### src/rtl/psg_pkg.sv
package psg_pkg;
    localparam int TONE_CH   = 3;
    localparam int NCH       = TONE_CH + 1;
    localparam int PER_W     = 10;
    localparam int PER_LO_W  = 4;
    localparam int PER_HI_W  = PER_W - PER_LO_W;
    localparam int ATT_W     = 4;
    localparam int LVL_W     = 4;
    localparam int MIX_W     = LVL_W + $clog2(NCH);
    localparam int PRE_DIV   = 16;
    localparam int PRE_W     = $clog2(PRE_DIV);
    localparam int LFSR_W    = 16;
    localparam logic [LFSR_W-1:0] LFSR_SEED = 16'h8000;
    localparam int WHITE_TAP = 3;
    localparam int NDIV_W    = 7;
    localparam logic [1:0] NOISE_CH = 2'd3;
    localparam logic [LVL_W-1:0] LVL_MAX = '1;

    typedef enum logic [1:0] {
        RATE_D32  = 2'd0,
        RATE_D64  = 2'd1,
        RATE_D128 = 2'd2,
        RATE_TONE = 2'd3
    } noise_rate_e;

    typedef enum logic {
        REG_PITCH = 1'b0,
        REG_ATTEN = 1'b1
    } reg_kind_e;

    typedef struct packed {
        logic [1:0] chan;
        reg_kind_e  kind;
    } latch_t;

    typedef struct packed {
        logic        white;
        noise_rate_e rate;
    } noise_ctl_t;

    function automatic logic [LVL_W-1:0] att_to_level(input logic on,
                                                      input logic [ATT_W-1:0] att);
        return on ? (LVL_MAX - LVL_W'(att)) : '0;
    endfunction

    function automatic logic [NDIV_W-1:0] rate_mask(input noise_rate_e r);
        case (r)
            RATE_D32:  return NDIV_W'(7'h1F);
            RATE_D64:  return NDIV_W'(7'h3F);
            default:   return NDIV_W'(7'h7F);
        endcase
    endfunction
endpackage

### src/rtl/psg_regs.sv
module psg_regs
    import psg_pkg::*;
(
    input  logic                              clk,
    input  logic                              rst,
    input  logic                              wr_en,
    input  logic [7:0]                        wr_data,
    output logic [TONE_CH-1:0][PER_W-1:0]     period_o,
    output logic [NCH-1:0][ATT_W-1:0]         atten_o,
    output noise_ctl_t                        noise_ctl_o,
    output logic                              noise_wr_o
);
    latch_t latch_q;

    logic       is_cmd;
    logic [1:0] cmd_chan;
    reg_kind_e  cmd_kind;

    assign is_cmd   = wr_data[7];
    assign cmd_chan = wr_data[6:5];
    assign cmd_kind = reg_kind_e'(wr_data[4]);

    assign noise_wr_o = wr_en && is_cmd && (cmd_chan == NOISE_CH) && (cmd_kind == REG_PITCH);

    always_ff @(posedge clk) begin
        if (rst) begin
            latch_q     <= '0;
            period_o    <= '0;
            atten_o     <= '1;
            noise_ctl_o <= '0;
        end else if (wr_en) begin
            if (is_cmd) begin
                latch_q <= '{chan: cmd_chan, kind: cmd_kind};
                if (cmd_kind == REG_ATTEN) begin
                    for (int c = 0; c < NCH; c++) begin
                        if (cmd_chan == 2'(c)) atten_o[c] <= wr_data[ATT_W-1:0];
                    end
                end else if (cmd_chan == NOISE_CH) begin
                    noise_ctl_o <= '{white: wr_data[2], rate: noise_rate_e'(wr_data[1:0])};
                end else begin
                    for (int c = 0; c < TONE_CH; c++) begin
                        if (cmd_chan == 2'(c)) period_o[c][PER_LO_W-1:0] <= wr_data[PER_LO_W-1:0];
                    end
                end
            end else if (latch_q.kind == REG_PITCH) begin
                for (int c = 0; c < TONE_CH; c++) begin
                    if (latch_q.chan == 2'(c)) period_o[c][PER_W-1:PER_LO_W] <= wr_data[PER_HI_W-1:0];
                end
            end
        end
    end
endmodule

### src/rtl/psg_tone.sv
module psg_tone
    import psg_pkg::*;
(
    input  logic             clk,
    input  logic             rst,
    input  logic             tick,
    input  logic [PER_W-1:0] period,
    output logic             sq_o,
    output logic             rise_o
);
    logic [PER_W-1:0] cnt_q;
    logic             expire;
    logic             hold_high;

    assign expire    = tick && (cnt_q <= PER_W'(1));
    assign hold_high = (period <= PER_W'(1));
    assign rise_o    = expire && !sq_o;

    always_ff @(posedge clk) begin
        if (rst) begin
            cnt_q <= '0;
            sq_o  <= 1'b1;
        end else if (tick) begin
            if (expire) begin
                cnt_q <= period;
                sq_o  <= hold_high ? 1'b1 : ~sq_o;
            end else begin
                cnt_q <= cnt_q - PER_W'(1);
            end
        end
    end
endmodule

### src/rtl/psg_noise.sv
module psg_noise
    import psg_pkg::*;
(
    input  logic              clk,
    input  logic              rst,
    input  logic              tick,
    input  noise_ctl_t        ctl,
    input  logic              reseed,
    input  logic              tone_rise,
    output logic [LFSR_W-1:0] lfsr_o,
    output logic              bit_o
);
    logic [NDIV_W-1:0] ndiv_q;
    logic [NDIV_W-1:0] mask;
    logic              shift;
    logic              fb;

    assign mask  = rate_mask(ctl.rate);
    assign shift = (ctl.rate == RATE_TONE) ? tone_rise
                                           : (tick && ((ndiv_q & mask) == mask));
    assign fb    = ctl.white ? (lfsr_o[0] ^ lfsr_o[WHITE_TAP]) : lfsr_o[0];
    assign bit_o = lfsr_o[0];

    always_ff @(posedge clk) begin
        if (rst || reseed) begin
            lfsr_o <= LFSR_SEED;
            ndiv_q <= '0;
        end else begin
            if (tick)  ndiv_q <= ndiv_q + NDIV_W'(1);
            if (shift) lfsr_o <= {fb, lfsr_o[LFSR_W-1:1]};
        end
    end
endmodule

### src/rtl/psg_mixer.sv
module psg_mixer
    import psg_pkg::*;
(
    input  logic [NCH-1:0]            on,
    input  logic [NCH-1:0][ATT_W-1:0] atten,
    output logic [NCH-1:0][LVL_W-1:0] level_o,
    output logic [MIX_W-1:0]          mix_o
);
    for (genvar c = 0; c < NCH; c++) begin : g_lvl
        assign level_o[c] = att_to_level(on[c], atten[c]);
    end

    always_comb begin
        mix_o = '0;
        for (int c = 0; c < NCH; c++) mix_o = mix_o + MIX_W'(level_o[c]);
    end
endmodule

### src/rtl/psg4_core.sv
module psg4_core
    import psg_pkg::*;
(
    input  logic             clk,
    input  logic             rst,
    input  logic             clk_en,
    input  logic             wr_en,
    input  logic [7:0]       wr_data,
    output logic [LVL_W-1:0] tone0_lvl_o,
    output logic [LVL_W-1:0] tone1_lvl_o,
    output logic [LVL_W-1:0] tone2_lvl_o,
    output logic [LVL_W-1:0] noise_lvl_o,
    output logic [MIX_W-1:0] mix_o
);
    logic [PRE_W-1:0]              pre_q;
    logic                          tick;
    logic [TONE_CH-1:0][PER_W-1:0] tone_per;
    logic [NCH-1:0][ATT_W-1:0]     atten;
    noise_ctl_t                    noise_ctl;
    logic                          noise_wr;
    logic [TONE_CH-1:0]            tone_sq;
    logic [TONE_CH-1:0]            tone_rise;
    logic [LFSR_W-1:0]             lfsr_q;
    logic                          noise_bit;
    logic [NCH-1:0][LVL_W-1:0]     level;

    assign tick = clk_en && (pre_q == PRE_W'(PRE_DIV - 1));

    always_ff @(posedge clk) begin
        if (rst)         pre_q <= '0;
        else if (clk_en) pre_q <= pre_q + PRE_W'(1);
    end

    psg_regs u_regs (
        .clk         (clk),
        .rst         (rst),
        .wr_en       (wr_en),
        .wr_data     (wr_data),
        .period_o    (tone_per),
        .atten_o     (atten),
        .noise_ctl_o (noise_ctl),
        .noise_wr_o  (noise_wr)
    );

    for (genvar c = 0; c < TONE_CH; c++) begin : g_tone
        psg_tone u_tone (
            .clk    (clk),
            .rst    (rst),
            .tick   (tick),
            .period (tone_per[c]),
            .sq_o   (tone_sq[c]),
            .rise_o (tone_rise[c])
        );
    end

    psg_noise u_noise (
        .clk       (clk),
        .rst       (rst),
        .tick      (tick),
        .ctl       (noise_ctl),
        .reseed    (noise_wr),
        .tone_rise (tone_rise[TONE_CH-1]),
        .lfsr_o    (lfsr_q),
        .bit_o     (noise_bit)
    );

    psg_mixer u_mix (
        .on      ({noise_bit, tone_sq}),
        .atten   (atten),
        .level_o (level),
        .mix_o   (mix_o)
    );

    assign tone0_lvl_o = level[0];
    assign tone1_lvl_o = level[1];
    assign tone2_lvl_o = level[2];
    assign noise_lvl_o = level[3];
endmodule

### config.mk
export PLATFORM = sky130hd
export DESIGN_NAME = psg4_core
export DESIGN_NICKNAME = d
export VERILOG_FILES = /design/src/rtl/psg_pkg.sv /design/src/rtl/psg_regs.sv /design/src/rtl/psg_tone.sv /design/src/rtl/psg_noise.sv /design/src/rtl/psg_mixer.sv /design/src/rtl/psg4_core.sv
export SDC_FILE = /design/constraint.sdc
export NUM_CORES = 1
export LEC_CHECK = 0
export ABC_CLOCK_PERIOD_IN_PS = 3900
export CORE_MARGIN = 8
export CORE_UTILIZATION = 32
export CTS_CLUSTER_DIAMETER = 80
export DETAILED_ROUTE_END_ITERATION = 8
export REMOVE_ABC_BUFFERS = 1
export SYNTH_ARGS = -nofsm -noshare
export SYNTH_HDL_FRONTEND = slang
export SYNTH_HIERARCHICAL = 1
export SYNTH_SLANG_ARGS = --single-unit
### constraint.sdc
create_clock -name clk -period 3.9 [get_ports clk]
set_input_delay 0.585 -clock clk [delete_from_list [all_inputs] [get_ports clk]]
set_output_delay 0.585 -clock clk [all_outputs]
set_load 0.005 [all_outputs]
==> results of run 1 <==
[per-stage QoR]
step	TNS [ns]	utilization, %
final	0	37.59
after global routing	-0.006285	37.59
after CTS	0	37.51
after global placement	0	35.47
after detailed placement	0	35.47
after floorplan	0	-
[placed cells by master (no fill, tap or decap), types with 5 or more instances in the layout]
cell type	n
mux2i_1	79
o311ai_1	6
nand4_1	5
or4_1	7
nor2_1	48
a31oi_1	18
nor3_1	10
nor2b_1	11
a21oi_1	14
clkdlybuf4s50_1	28
nor4_1	6
o41ai_1	6
ha_1	15
xor2_1	5
nand2b_1	46
o31ai_1	6
a211oi_1	6
dfxtp_1	110
nand3_1	13
buf_4	5
o22ai_1	6
xnor2_1	5
nand2_1	49
or3_1	5
clkbuf_16	9
inv_1	31
[repair_timing]
| action | in CTS | in global routing |
|---|---|---|
| pin swaps | 2 | 0 |
| endpoints found under the setup margin | 4 | 2 |
| buffers inserted | 1 | 0 |
| gates resized for setup | 13 | 4 |
| hold buffers | 0 | 0 |
| gates cloned | 0 | 0 |
[path summary, 6_finish.rpt]
path                                                    startpoint                              end  cells past startpoint
worst min register to register     u_noise/lfsr_o[15]$_SDFFE_PP1P_  u_noise/lfsr_o[14]$_SDFFE_PP0P_                      2
worst max register to register               pre_q[0]$_SDFFE_PP0P_   u_noise/lfsr_o[2]$_SDFFE_PP0P_                      8
worst min-delay path               u_noise/lfsr_o[15]$_SDFFE_PP1P_  u_noise/lfsr_o[14]$_SDFFE_PP0P_                      2
worst max-delay path            g_tone[0].u_tone/sq_o$_SDFFE_PP1P_                         mix_o[5]                     13
[registers in the layout, summed over array words and instances, names as in the netlist]
signal	flops
u_noise/lfsr_o	16
u_noise/ndiv_q	7
pre_q	4
u_regs/period_o	30
g_tone.u_tone/cnt_q	30
u_regs/noise_ctl_o	3
u_regs/atten_o	16
g_tone.u_tone/sq_o	3
u_regs/latch_q	3
[cell type report]
cell class	instances	area (um2)	area share (%)
Clock buffer	9	225.2	3.358
Inverter	31	116.4	1.735
Sequential cell	112	2245	33.47
Multi-Input combinational cell	450	3342	49.83
Timing Repair Buffer	39	379.1	5.653
Clock inverter	7	112.6	1.679
Tap cell	229	286.5	4.272
[per-layer routing]
metal	GRT usage [%]	part of all wire, %	vias to the layer above
met5	0	0	-
met4	2.649	1.4	0
met3	3.156	3.0	12
met2	19.30	45	55
met1	16.31	50	2021
li1	-	-	2264
[power breakdown]
part / internal [mW] / switching [mW]
logic: 0.0482 / 0.0660
registers: 1.15 / 0.0107
clock network: 0.579 / 0.453
total: 1.78 / 0.530
[worst register-to-register path, cell delays in order, from the launching register on]
cell and delay, ns:
dfxtp_1 0.35, ha_1 0.23, and4_2 0.30, nor3b_2 0.20, nand4_1 0.30, nor2_1 0.11, and3_2 0.24, a41oi_4 0.63
mux2i_1 0.26
==> flow_metrics.env, run 1 <==
export IMPL_status="finished, final reports clean"
export IMPL_antenna_cells=0
export IMPL_drv_slew=0
export IMPL_critical_path_max_stage_delay_ns=0.53
export IMPL_holdWs_ns=0.4605
export IMPL_ant_nets=0
export IMPL_place_inst=860
export IMPL_grt_usage_pct=12.19
export IMPL_cts_sinks=112
export IMPL_start_kind="flop"
export IMPL_cts_root_buf="clkbuf_16"
export IMPL_ios=34
export IMPL_path_class="reg2out"
export IMPL_drc=0
export IMPL_place_area_um2=6327
export IMPL_cts_tree="yes"
export IMPL_fillers=1799
export IMPL_die_w_um=150.3
export IMPL_place_congestion=0.8146
export IMPL_syn_area_um2=5772
export IMPL_hold_viol=0
export IMPL_rows=49
export IMPL_cts_buffers=9
export IMPL_clock_skew_ns=0.01194
export IMPL_cp_required_ns=3.31
export IMPL_post_place_ws_ns=0.1467
export IMPL_slowest_stage="fa_2"
export IMPL_p_leak_nw=2.754
export IMPL_relSlewSlack_pct=33.63
export IMPL_path_cells="nor2b_2, ha_2, fa_2, inv_1, fa_1, inv_1, ha_1, inv_1, fa_2, nor2b_1, o21ai_0, nand2b_1, dlygate4sd2_1"
export IMPL_cp_end_kind="output port"
export IMPL_area_growth_synth_to_final_pct=16.19
export IMPL_avgRoutedWirePerCell_um=15.18
export IMPL_dieArea_um2=22590
export IMPL_grt_overflow_total=0
export IMPL_cts_max_level=3
export IMPL_cts_buffer_depth=2
export IMPL_worstPathArrival_ns=3.19
export IMPL_powerDensity_nw_per_um2=344.8
export IMPL_vdd_ir_drop_worst_mv=0.3095
export IMPL_start_util_pct=32.35
export IMPL_grt_max_degree=53
export IMPL_antenna_found_initial=0
export IMPL_tightestPinTransition_ns=0.9919
export IMPL_die_y_um=150.3
export IMPL_yosys_warnings=6
export IMPL_crit_buf_inv=4
export IMPL_coreArea_um2=17840
export IMPL_drive_gt1_share_pct=10.19
export IMPL_hp_class="reg2reg"
export IMPL_path_common_cell="inv_1"
export IMPL_critPathMaxFanout=6
export IMPL_period_share_pct=96.79
export IMPL_setup_viol=0
export IMPL_grt_pass1_wl_mm=22.10
export IMPL_initialDrtViolationCount=173
export IMPL_fin_area_um2=6706
export IMPL_cp_top_family="adder cells"
export IMPL_final_cells=877
export IMPL_rrSetupSlack_ns=1.20
export IMPL_cap_violations=0
export IMPL_drt_pass1_iter_count=4
export IMPL_wl_mm=13.31
export IMPL_rsz0062_at_grt="yes"
export IMPL_grt_pass1_vias=4248
export IMPL_via_count=4352
export IMPL_post_synth_cell_area_avg_um2=9.370
export IMPL_finalNetCount=677
export IMPL_finalPower_mw=2.312
export IMPL_post_dp_hpwl_mm=9.730
export IMPL_setup_slack_ns=0.1253
export IMPL_min_period_ns=3.775
export IMPL_via_per_inst=4.962
export IMPL_clock_latency_ns=0.35
export IMPL_syn_inst=616
export IMPL_clkTransAtPathRegs_ns=0.08
export IMPL_portBuffers=33
export IMPL_clock_fmax_ghz=0.2649
(Power assumes the default switching activity.)
==> run 2: changes to the inputs <==
CORE_ASPECT_RATIO = 0.9   (was unset)
==> run 2 against run 1 <==
Compared with the run above:
- die area is essentially flat
- maximum frequency is 1.5% lower
- utilization increased by 0.17 points
- sequential share of layout area increased by 0.18 points
- sequential cell count unchanged
- final cell count is 1.6% higher
- critical path type unchanged
- largest cell class unchanged
==> flow_metrics.env, run 2 (synthesis results as in run 1) <==
export IMPL_cts_tree="yes"
export IMPL_setup_viol=0
export IMPL_cts_buffer_depth=2
export IMPL_portBuffers=33
export IMPL_setup_slack_ns=0.06691
export IMPL_tightestPinTransition_ns=0.9812
export IMPL_path_class="reg2out"
export IMPL_via_per_inst=5.094
export IMPL_start_util_pct=32.67
export IMPL_cts_sinks=112
export IMPL_path_cells="nor2b_2, ha_1, fa_1, xnor2_1, fa_1, inv_1, ha_1, a21o_1, a21oi_2, xnor2_1, dlygate4sd2_1"
export IMPL_clock_fmax_ghz=0.2609
export IMPL_ant_nets=0
export IMPL_cp_startpoint="g_tone[0].u_tone/sq_o$_SDFFE_PP1P_"
export IMPL_critical_path_max_stage_delay_ns=0.55
export IMPL_critPathMaxFanout=6
export IMPL_top_regs="g_tone.u_tone/cnt_q: 30 flops, u_regs/period_o: 30 flops"
export IMPL_r2r_start="pre_q[0]$_SDFFE_PP0P_"
export IMPL_cts_max_level=3
export IMPL_clock_latency_ns=0.35
export IMPL_cp_required_ns=3.31
export IMPL_relSlewSlack_pct=34.59
export IMPL_grt_overflow_total=0
export IMPL_r2r_cells=7
export IMPL_dieArea_um2=22600
export IMPL_grt_max_degree=55
export IMPL_hp_class="reg2reg"
export IMPL_crit_buf_inv=2
export IMPL_worstPathArrival_ns=3.25
export IMPL_rows=46
export IMPL_vdd_ir_drop_worst_mv=0.2281
export IMPL_drc=0
export IMPL_cp_top_family="adder cells"
export IMPL_initialDrtViolationCount=280
export IMPL_finalNetCount=679
export IMPL_timing_rr_end="g_tone[0].u_tone/cnt_q[6]$_SDFFE_PP0P_"
export IMPL_avgRoutedWirePerCell_um=15.56
export IMPL_drv_slew=0
export IMPL_cp_num_cells=11
export IMPL_post_dp_hpwl_mm=10.23
export IMPL_grt_pass1_wl_mm=22.57
export IMPL_via_count=4539
export IMPL_tns_ns=0
export IMPL_place_congestion=0.8889
export IMPL_antenna_found_initial=0
export IMPL_p_leak_nw=2.740
export IMPL_fillers=1744
export IMPL_status="finished, final reports clean"
export IMPL_slowest_stage="fa_1"
export IMPL_cp_end_kind="output port"
export IMPL_period_share_pct=98.28
export IMPL_drive_gt1_share_pct=10.15
export IMPL_hold_viol=0
export IMPL_rsz0062_at_grt="yes"
export IMPL_area_growth_synth_to_final_pct=15.59
export IMPL_min_period_ns=3.833
export IMPL_final_cell_mix="110 x dfxtp_1, 79 x mux2i_1, 49 x nand2_1, 48 x nor2_1, 46 x nand2b_1"
export IMPL_ios=34
export IMPL_post_place_ws_ns=0.1184
export IMPL_grt_usage_pct=12.21
export IMPL_wl_mm=13.87
export IMPL_rrSetupSlack_ns=1.31
export IMPL_final_common_cell="dfxtp_1"
export IMPL_cts_root_buf="clkbuf_16"
export IMPL_die_w_um=157.6
export IMPL_die_y_um=143.4
export IMPL_coreArea_um2=17670
export IMPL_grt_pass1_vias=4557
export IMPL_cap_violations=0
export IMPL_drt_pass1_iter_count=4
export IMPL_start_kind="flop"
export IMPL_cts_setup_buffers=0
export IMPL_cts_buffers=9
export IMPL_clock_skew_ns=0.008293
export IMPL_powerDensity_nw_per_um2=337.0
export IMPL_critPathCapture="mix_o[4]"
export IMPL_clkTransAtPathRegs_ns=0.08
==> run 2: what timing repair did <==
item / 4_1_cts / 5_1_grt
setup endpoints to repair: 4 / 2
gates resized for setup: 8 / 5
hold buffers: 0 / 0
pin swaps: 1 / 1
==> run 2: per-stage QoR <==
step / std cells / area (um2) / util, % / hold WS, ns / total power, mW
floorplan: 593 / 5665 / - / 0.4351 / 1.246
finish: 891 / 6671 / 37.76 / 0.4648 / 2.248
CTS: 890 / 6665 / 37.72 / 0.4656 / 2.275
global placement: 874 / 6351 / 35.94 / 0.4516 / 1.304
detailed placement: 874 / 6351 / 35.94 / 0.4528 / 1.307
global route: 890 / 6669 / 37.74 / 0.4968 / 2.330
==> run 2: layout make-up <==
class | instances | area (um2) | share of cell area, %
clock buffers | 9 | 225.2 | 3.376
inverters | 31 | 116.4 | 1.744
well taps | 240 | 300.3 | 4.501
multi-input cells | 450 | 3319 | 49.76
diodes | 1 | 2.502 | 0.03751
clock inverters | 7 | 86.33 | 1.294
repair buffers | 41 | 376.6 | 5.645
flip-flops and latches | 112 | 2245 | 33.65
==> run 2: how the worst min path moves through the flow <==
stage	start	end	slack, ns	cells past startpoint
3_3_place_gp	u_noise/lfsr_o[2]$_SDFFE_PP0P_	u_noise/lfsr_o[1]$_SDFFE_PP0P_	0.45	2
4_1_cts	u_noise/lfsr_o[15]$_SDFFE_PP1P_	u_noise/lfsr_o[14]$_SDFFE_PP0P_	0.47	2
6_report	u_noise/lfsr_o[15]$_SDFFE_PP1P_	u_noise/lfsr_o[14]$_SDFFE_PP0P_	0.46	2
2_1_floorplan	u_noise/lfsr_o[15]$_SDFFE_PP1P_	u_noise/lfsr_o[14]$_SDFFE_PP0P_	0.44	2
3_5_place_dp	u_noise/lfsr_o[15]$_SDFFE_PP1P_	u_noise/lfsr_o[14]$_SDFFE_PP0P_	0.45	2
5_1_grt	u_noise/lfsr_o[4]$_SDFFE_PP0P_	u_noise/lfsr_o[4]$_SDFFE_PP0P_	0.50	2
==> run 2: tightest hold or removal path, cell delays in order (launching register included) <==
cell,delay (ns)
dfxtp_1,0.32
nand2_1,0.05
mux2i_1,0.05
==> run 2: power by group <==
group	total [mW]	leakage (nW)	internal [mW]	switching, mW
Combinational	0.116	1.68	0.0477	0.0679
Clock	0.967	0.155	0.514	0.454
Sequential	1.17	0.904	1.15	0.0105
==> run 2: per-layer routing <==
metal  share of wire, %  vias up  global-route usage (%)  wire length, um
met5                  0        -                       0                0
met4                2.1        0                   4.254              291
met3                2.7       27                   2.222              372
met2                 48       65                   20.64             6660
met1                 47     2186                   15.33             6542
li1                   -     2261                       -                -
